<file path="src/rtl/sdram_init_pkg.sv">
package sdram_init_pkg;

  typedef enum logic [2:0] {
    ST_IDLE, ST_NOP, ST_PRE, ST_CBR, ST_MRS, ST_NORM, ST_DONE
  } step_e;

  typedef enum logic [1:0] {
    PH_ROW0, PH_ROW1, PH_WAIT
  } phase_e;

  localparam logic [2:0] MODE_OFF    = 3'd0;
  localparam logic [2:0] MODE_NORMAL = 3'd1;
  localparam logic [2:0] MODE_NOP    = 3'd4;
  localparam logic [2:0] MODE_PRE    = 3'd5;
  localparam logic [2:0] MODE_MRS    = 3'd6;
  localparam logic [2:0] MODE_CBR    = 3'd7;

  localparam int MRS_VALUE = 'h1D0;

  // cycles covering a budget of 'us' microseconds at 'khz', rounded up
  function automatic int wait_cycles(input int us, input int khz);
    return (us * khz + 999) / 1000;
  endfunction

  function automatic logic [2:0] step_mode(input step_e s);
    case (s)
      ST_NOP:  return MODE_NOP;
      ST_PRE:  return MODE_PRE;
      ST_CBR:  return MODE_CBR;
      ST_MRS:  return MODE_MRS;
      ST_NORM, ST_DONE: return MODE_NORMAL;
      default: return MODE_OFF;
    endcase
  endfunction

  function automatic logic is_cmd(input step_e s);
    return (s == ST_NOP) || (s == ST_PRE) || (s == ST_CBR) || (s == ST_MRS);
  endfunction

  function automatic step_e step_after(input step_e s);
    case (s)
      ST_NOP:  return ST_PRE;
      ST_PRE:  return ST_CBR;
      ST_CBR:  return ST_MRS;
      ST_MRS:  return ST_NORM;
      default: return ST_DONE;
    endcase
  endfunction

endpackage

</file>
<file path="src/rtl/sdram_init_timer.sv">
module sdram_init_timer #(
  parameter int CW = 8
) (
  input  logic          clk,
  input  logic          rst_n,
  input  logic          load,
  input  logic [CW-1:0] load_val,
  output logic          active,
  output logic          expired
);
  logic [CW-1:0] cnt;

  always_ff @(posedge clk or negedge rst_n) begin
    if (!rst_n) begin
      cnt    <= '0;
      active <= 1'b0;
    end else if (load) begin
      cnt    <= load_val;
      active <= 1'b1;
    end else if (active) begin
      if (cnt == '0) active <= 1'b0;
      else           cnt    <= cnt - 1'b1;
    end
  end

  assign expired = active && (cnt == '0);
endmodule

</file>
<file path="src/rtl/sdram_init_fsm.sv">
module sdram_init_fsm
  import sdram_init_pkg::*;
#(
  parameter int CW        = 8,
  parameter int W_INIT    = 200,
  parameter int W_GAP     = 1,
  parameter int W_MRS     = 2,
  parameter int CBR_COUNT = 8
) (
  input  logic          clk,
  input  logic          rst_n,
  input  logic          two_rows,
  input  logic          wait_expired,
  output step_e         step,
  output phase_e        phase,
  output logic          wait_load,
  output logic [CW-1:0] wait_val
);
  localparam int RW = (CBR_COUNT > 1) ? $clog2(CBR_COUNT) : 1;
  localparam logic [RW-1:0] LAST_ROUND = RW'(CBR_COUNT - 1);

  logic [RW-1:0] round;

  always_ff @(posedge clk or negedge rst_n) begin
    if (!rst_n) begin
      step  <= ST_IDLE;
      phase <= PH_ROW0;
      round <= '0;
    end else begin
      case (phase)
        PH_ROW0: begin
          case (step)
            ST_IDLE: step <= ST_NOP;
            ST_NORM: step <= ST_DONE;
            ST_DONE: step <= ST_DONE;
            default: phase <= two_rows ? PH_ROW1 : PH_WAIT;
          endcase
        end
        PH_ROW1: phase <= PH_WAIT;
        PH_WAIT: begin
          if (wait_expired) begin
            phase <= PH_ROW0;
            if (step == ST_CBR && round != LAST_ROUND) begin
              round <= round + 1'b1;
            end else begin
              round <= '0;
              step  <= step_after(step);
            end
          end
        end
        default: phase <= PH_ROW0;
      endcase
    end
  end

  // timer is loaded on the last strobe cycle of a step
  assign wait_load = (phase == PH_ROW1) ||
                     (phase == PH_ROW0 && is_cmd(step) && !two_rows);

  always_comb begin
    case (step)
      ST_NOP:  wait_val = CW'(W_INIT - 1);
      ST_MRS:  wait_val = CW'(W_MRS - 1);
      default: wait_val = CW'(W_GAP - 1);
    endcase
  end
endmodule

</file>
<file path="src/rtl/sdram_init_seq.sv">
module sdram_init_seq
  import sdram_init_pkg::*;
#(
  parameter int CLK_KHZ   = 100000,
  parameter int AW        = 28,
  parameter int CBR_COUNT = 8
) (
  input  logic          clk,
  input  logic          rst_n,
  input  logic [AW-1:0] row_offset,
  input  logic          host_req,
  output logic          host_ack,
  output logic          busy,
  output logic          done,
  output logic [2:0]    dram_mode,
  output logic          dummy_rd,
  output logic [AW-1:0] dummy_addr
);
  localparam int W_INIT = wait_cycles(200, CLK_KHZ);
  localparam int W_GAP  = wait_cycles(1, CLK_KHZ);
  localparam int W_MRS  = wait_cycles(2, CLK_KHZ);
  localparam int CW     = $clog2(W_INIT + 1);

  step_e         step;
  phase_e        phase;
  logic          wait_load;
  logic [CW-1:0] wait_val;
  logic          wait_active;
  logic          wait_expired;
  logic          two_rows;

  assign two_rows = (row_offset != '0);

  sdram_init_fsm #(
    .CW(CW), .W_INIT(W_INIT), .W_GAP(W_GAP), .W_MRS(W_MRS),
    .CBR_COUNT(CBR_COUNT)
  ) u_fsm (
    .clk(clk), .rst_n(rst_n), .two_rows(two_rows),
    .wait_expired(wait_expired), .step(step), .phase(phase),
    .wait_load(wait_load), .wait_val(wait_val)
  );

  sdram_init_timer #(.CW(CW)) u_timer (
    .clk(clk), .rst_n(rst_n), .load(wait_load), .load_val(wait_val),
    .active(wait_active), .expired(wait_expired)
  );

  logic [AW-1:0] row_base;
  logic [AW-1:0] cmd_base;

  assign row_base   = (phase == PH_ROW1) ? row_offset : '0;
  assign cmd_base   = (step == ST_MRS) ? AW'(MRS_VALUE) : '0;
  assign dram_mode  = step_mode(step);
  assign dummy_rd   = is_cmd(step) && (phase != PH_WAIT);
  assign dummy_addr = row_base + cmd_base;
  assign done       = (step == ST_DONE);
  assign busy       = !done;
  assign host_ack   = host_req && done;
endmodule

</file>
<file path="config.mk">
export PLATFORM = sky130hd
export DESIGN_NAME = sdram_init_seq
export DESIGN_NICKNAME = d
export VERILOG_FILES = /design/src/rtl/sdram_init_pkg.sv /design/src/rtl/sdram_init_timer.sv /design/src/rtl/sdram_init_fsm.sv /design/src/rtl/sdram_init_seq.sv
export SDC_FILE = /design/constraint.sdc
export NUM_CORES = 1
export LEC_CHECK = 0
export ABC_AREA = 1
export BUFFER_PORTS_ARGS = -buffer_cell sky130_fd_sc_hd__buf_2
export CELL_PAD_IN_SITES_DETAIL_PLACEMENT = 1
export CELL_PAD_IN_SITES_GLOBAL_PLACEMENT = 2
export CORE_MARGIN = 5
export CORE_UTILIZATION = 25
export CTS_CLUSTER_SIZE = 20
export DETAILED_ROUTE_END_ITERATION = 10
export GPL_TIMING_DRIVEN = 0
export PLACE_DENSITY = 0.74
export SYNTH_ARGS = -nofsm -noshare
export SYNTH_HDL_FRONTEND = slang
export SYNTH_HIERARCHICAL = 1
export SYNTH_SLANG_ARGS = --single-unit
</file>
<file path="constraint.sdc">
create_clock -name clk -period 2.3 [get_ports clk]
set_clock_uncertainty 0.2 [all_clocks]
set_input_delay 0.345 -clock clk [delete_from_list [all_inputs] [get_ports clk]]
set_output_delay 0.345 -clock clk [all_outputs]
set_load 0.01 [all_outputs]
</file>
==> impl_summary.md <==
Timing
The ratio of final minimum period to clock period is 118%. Setup repair after global routing could not meet its margin everywhere. The achievable frequency is 370 MHz.

The total count of max-transition violations in the final report is 0. The relative max-transition margin is 60.4%. After layout, the worst setup slack is -0.403 ns. The final number of setup-violating endpoints is 28.

The count of endpoints failing hold in the final timing report is 0. For the pin with the worst max-slew slack, the measured transition is 0.594 ns. The routed design could run at a clock period as short as 2.70 ns.

Floorplan
The initial utilization of the core area, before any placement, comes to 25.6%. The region available for standard cell placement spans 12100 sq um. The floorplan step set the die height to 121 um. The floorplan step defined a die boundary enclosing 14700 sq um. The placement row count is 40. The die span in x is 121 um. In this run the count of I/O pins placed on the die edge is 66.

Synth
After synthesis, the netlist uses 37 different library cells. After Yosys synthesis, XOR and XNOR cells account for 3.41% of the synthesized area. The cell area after technology mapping is 3080 sq um. Each instance of the synthesized netlist takes up on average 5.64 sq um. After synthesis the netlist holds a flip-flop and latch count of 24. The count of mapped cells out of synthesis is 547.

After synthesis, the largest family of logic cells by area is simple AND/OR/NAND/NOR gates. The simple logic cell fraction of the synthesized area is 54.2%. Of the total synthesized cell area, the portion taken by full adders, half adders and majority gates is 2.84%.

Summing the sequential cell areas from Yosys gives 19.5% of the chip area. The portion of netlist area occupied by mux cells is 0%. The synthesized netlist devotes 4.54% of its cell area to compound gates.

During synthesis, Yosys emitted a total of 6 warnings.

Clocking
TritonCTS built the clock tree. No sink is reached through more buffers than the 2 on the longest clock path. TritonCTS created 3 clock buffers. The clock slew seen by the registers of the worst setup and hold paths is 0.07 ns.

The total number of H-tree levels is 1. CTS saw 24 sinks. The insertion delay to the later sink of the worst-skew pair is 0.26 ns. The cell sitting at the root of the clock tree is a clkbuf_16.

Cells and area
The final instance area is 4540 sq um. The layout-stage area growth over the synthesis result is 47.3%. The antenna diode instance count is 0. The net count reported at finish is 692.

The final core area utilization is 37.7%. The ratio of cells with drive above 1 in the final layout is 39.2%. After the flow finishes, the layout carries non-filler instances totaling 821.

Pwr
Combinational cells account for 8.8% of the total power. Overall power consumption after layout is estimated at 0.899 mW. In this run the power spent charging and discharging nets is 0.210 mW. Sequential cells burn 46.9% of the power.

IR analysis of the VDD net gives a maximum drop of 0.215 mV. The static leakage is 2.45 nW. In this run switching power makes up 23.3% of total power. Per report_power, the clock group accounts for 44.2% of the total. For this design the ratio of total power to cell area is 198 nW/um^2.

The internal power of the cells totals 0.689 mW.

Detailed routing
The highest metal layer carrying signal wires in the routed design is met4. Wires add up to 11300 um. The detailed-route vias per instance is 4.51. In this run, the number of DRC markers left after iteration 0 of detailed routing was 105.

Summed over all nets, wire length on met2 after detailed routing comes to 5490 um. Once detail routing completed, the nets flagged for antenna violations numbered 0. Detailed routing placed a total of 479 um of wire on met3.

The detail-routed net length per standard cell is 13.7 um. The first-pass detailed-route iteration total is 4. The routed metal-1 wirelength is 5110 um. In the routed design, unresolved DRC markers number 0. The routed layout has 3703 vias.

Global route
Summed over all layers, the global routing overflow is 0. The via count of the first global-routing pass is 3789. The overall track demand over capacity in global routing is 15.3%. The wire length of the first global-routing pass is 18500 um. The initial antenna violation count came to 0. Entering global routing, the biggest net connects 25 pins.

Critical path
At the worst endpoint, the arrival time is 2.16 ns. The highest fanout seen on the critical path is 5. The critical path is of the flop to output port type.

STA classifies the critical path startpoint as a flop. The required time reported for the critical path endpoint is 1.75 ns. STA classifies the critical path endpoint as an output port.

Placed design
The cell area reported after detailed placement is 3660 sq um. The quantity of I/O buffers inserted on ports is 65. The pre-CTS setup slack is -0.462 ns. Routability-driven placement finished with a final weighted congestion of 0.853.

Including well taps, the total number of placed cells is 783. Once detailed placement completed, the half-perimeter wirelength came to 8800 um.

Status
The flow ran to the end, but the final reports show violations. The checks that failed: negative setup slack.

Job
The count of maximum capacitance violations is 0.

Worst hold path
The classification of the worst-slack hold path is flop to flop.
path summary, 6_finish.rpt:
kind	start	endpoint	slack [ns]	depth (start not counted)
setup / recovery	u_fsm/phase[1]$_DFFE_PN0P_	dummy_addr[22]	-0.40	12
setup reg to reg	u_fsm/step[0]$_DFFE_PN0P_	u_timer/cnt[10]$_DFFE_PN0P_	0.14	14
max in group asynchronous	rst_n	u_fsm/step[0]$_DFFE_PN0P_	1.06	2
hold / removal	u_timer/cnt[14]$_DFFE_PN0P_	u_timer/cnt[14]$_DFFE_PN0P_	0.31	2
min in group asynchronous	rst_n	u_timer/cnt[8]$_DFFE_PN0P_	0.42	2
hold reg to reg	u_timer/cnt[14]$_DFFE_PN0P_	u_timer/cnt[14]$_DFFE_PN0P_	0.31	2
critical path, cell delays in order (launching register included):
cell and delay (ns):
dfrtp_2 0.43, buf_6 0.13, nor2_4 0.22, buf_8 0.20
nand2_8 0.07, nor2_4 0.12, nand2_2 0.08, nor2_2 0.13
nand4_1 0.15, nand2_1 0.11, nand2_1 0.05, nand2_1 0.07
buf_2 0.13
power by group through the flow:
stage,clock network (mW),logic [mW],registers [mW]
2_1_floorplan,0,0.0175,0.430
3_3_place_gp,0,0.0639,0.430
3_5_place_dp,0,0.0647,0.430
4_1_cts,0.419,0.0736,0.422
5_1_grt,0.430,0.0879,0.421
6_report,0.398,0.0794,0.422
registers in the layout (all words and copies together) (netlist names):
register and cells:
u_timer/cnt 15, u_fsm/phase 2, u_fsm/round 3, u_timer/active 1
u_fsm/step 3
through the flow:
stage	hold WS, ns	setup TNS [ns]
floorplan	-0.151	0
global placement	0.191	-13.64
detailed placement	0.195	-14.54
CTS	0.315	-6.53
global route	0.333	-11.16
finish	0.309	-6.99
Yosys cell counts (all sizes together):
master / number / area share [%]
a22oi: 1 / 0.24
a21o: 1 / 0.24
nor3: 8 / 1.6
and3: 1 / 0.20
o21ai: 16 / 2.8
clkinv: 1 / 0.16
conb: 2 / 0.24
nand3: 56 / 10
nand3b: 4 / 0.97
nand2: 203 / 26
clkbuf: 2 / 0.69
a21oi: 6 / 0.97
xnor2: 2 / 0.57
ha: 7 / 2.8
or2: 1 / 0.20
inv: 84 / 10
buf: 16 / 4.2
nor4: 4 / 0.81
xor2: 10 / 2.8
o211ai: 1 / 0.24
dfrtp: 24 / 19
nand4: 11 / 2.2
nor2: 86 / 12
layout make-up:
| type | instances | area, sq um |
|---|---|---|
| Buffer | 18 | 170 |
| Clock buffer | 4 | 78.8 |
| Fill cell | 1577 | 7520 |
| Inverter | 85 | 323 |
| Multi-Input combinational cell | 423 | 2550 |
| Sequential cell | 24 | 606 |
| Tap cell | 168 | 210 |
| Timing Repair Buffer | 99 | 611 |
logic make-up (layout without fill, tap and decap cells):
group / count (synthesis) / count (layout)
xor gates and xnor gates: 12 / 12
DFF: 24 / 24
buffers and inverters: 103 / 206
AOI/OAI and AO/OA: 25 / 25
other: 2 / 5
adders and majority gates: 7 / 7
and+or+nand+nor: 374 / 374
routing by layer:
layer | up-vias | GRT usage, %
li1 | 1892 | -
met2 | 65 | 27.2
met5 | - | 0
met4 | 0 | 2.97
met1 | 1731 | 19.8
met3 | 15 | 1.96
cells in the final DEF (no fill, tap or decap), types with 8 or more instances in the layout:
cell type / Yosys / layout
buf_4: 11 / 40
nand3_2: 6 / 13
dfrtp_1: 24 / 20
buf_6: 2 / 8
nor2_4: 2 / 19
o21ai_0: 8 / 8
inv_1: 75 / 64
nand2_1: 193 / 167
nand2_4: 2 / 13
buf_2: 2 / 63
nor2_2: 11 / 23
nand2_2: 8 / 20
nand4_1: 11 / 11
nor2_1: 73 / 44
inv_2: 9 / 19
nand3_1: 49 / 42
repair_timing:
| action | 4_1_cts | 5_1_grt |
|---|---|---|
| pin swaps | 24 | 21 |
| cloned | 2 | 0 |
| endpoints found under the setup margin | 45 | 42 |
| hold endpoints to repair | 24 | 0 |
| hold buffers | 1 | 0 |
| buffers inserted | 25 | 6 |
| gates resized for setup | 92 | 48 |
Note: power is estimated with default switching activity, not from simulation.
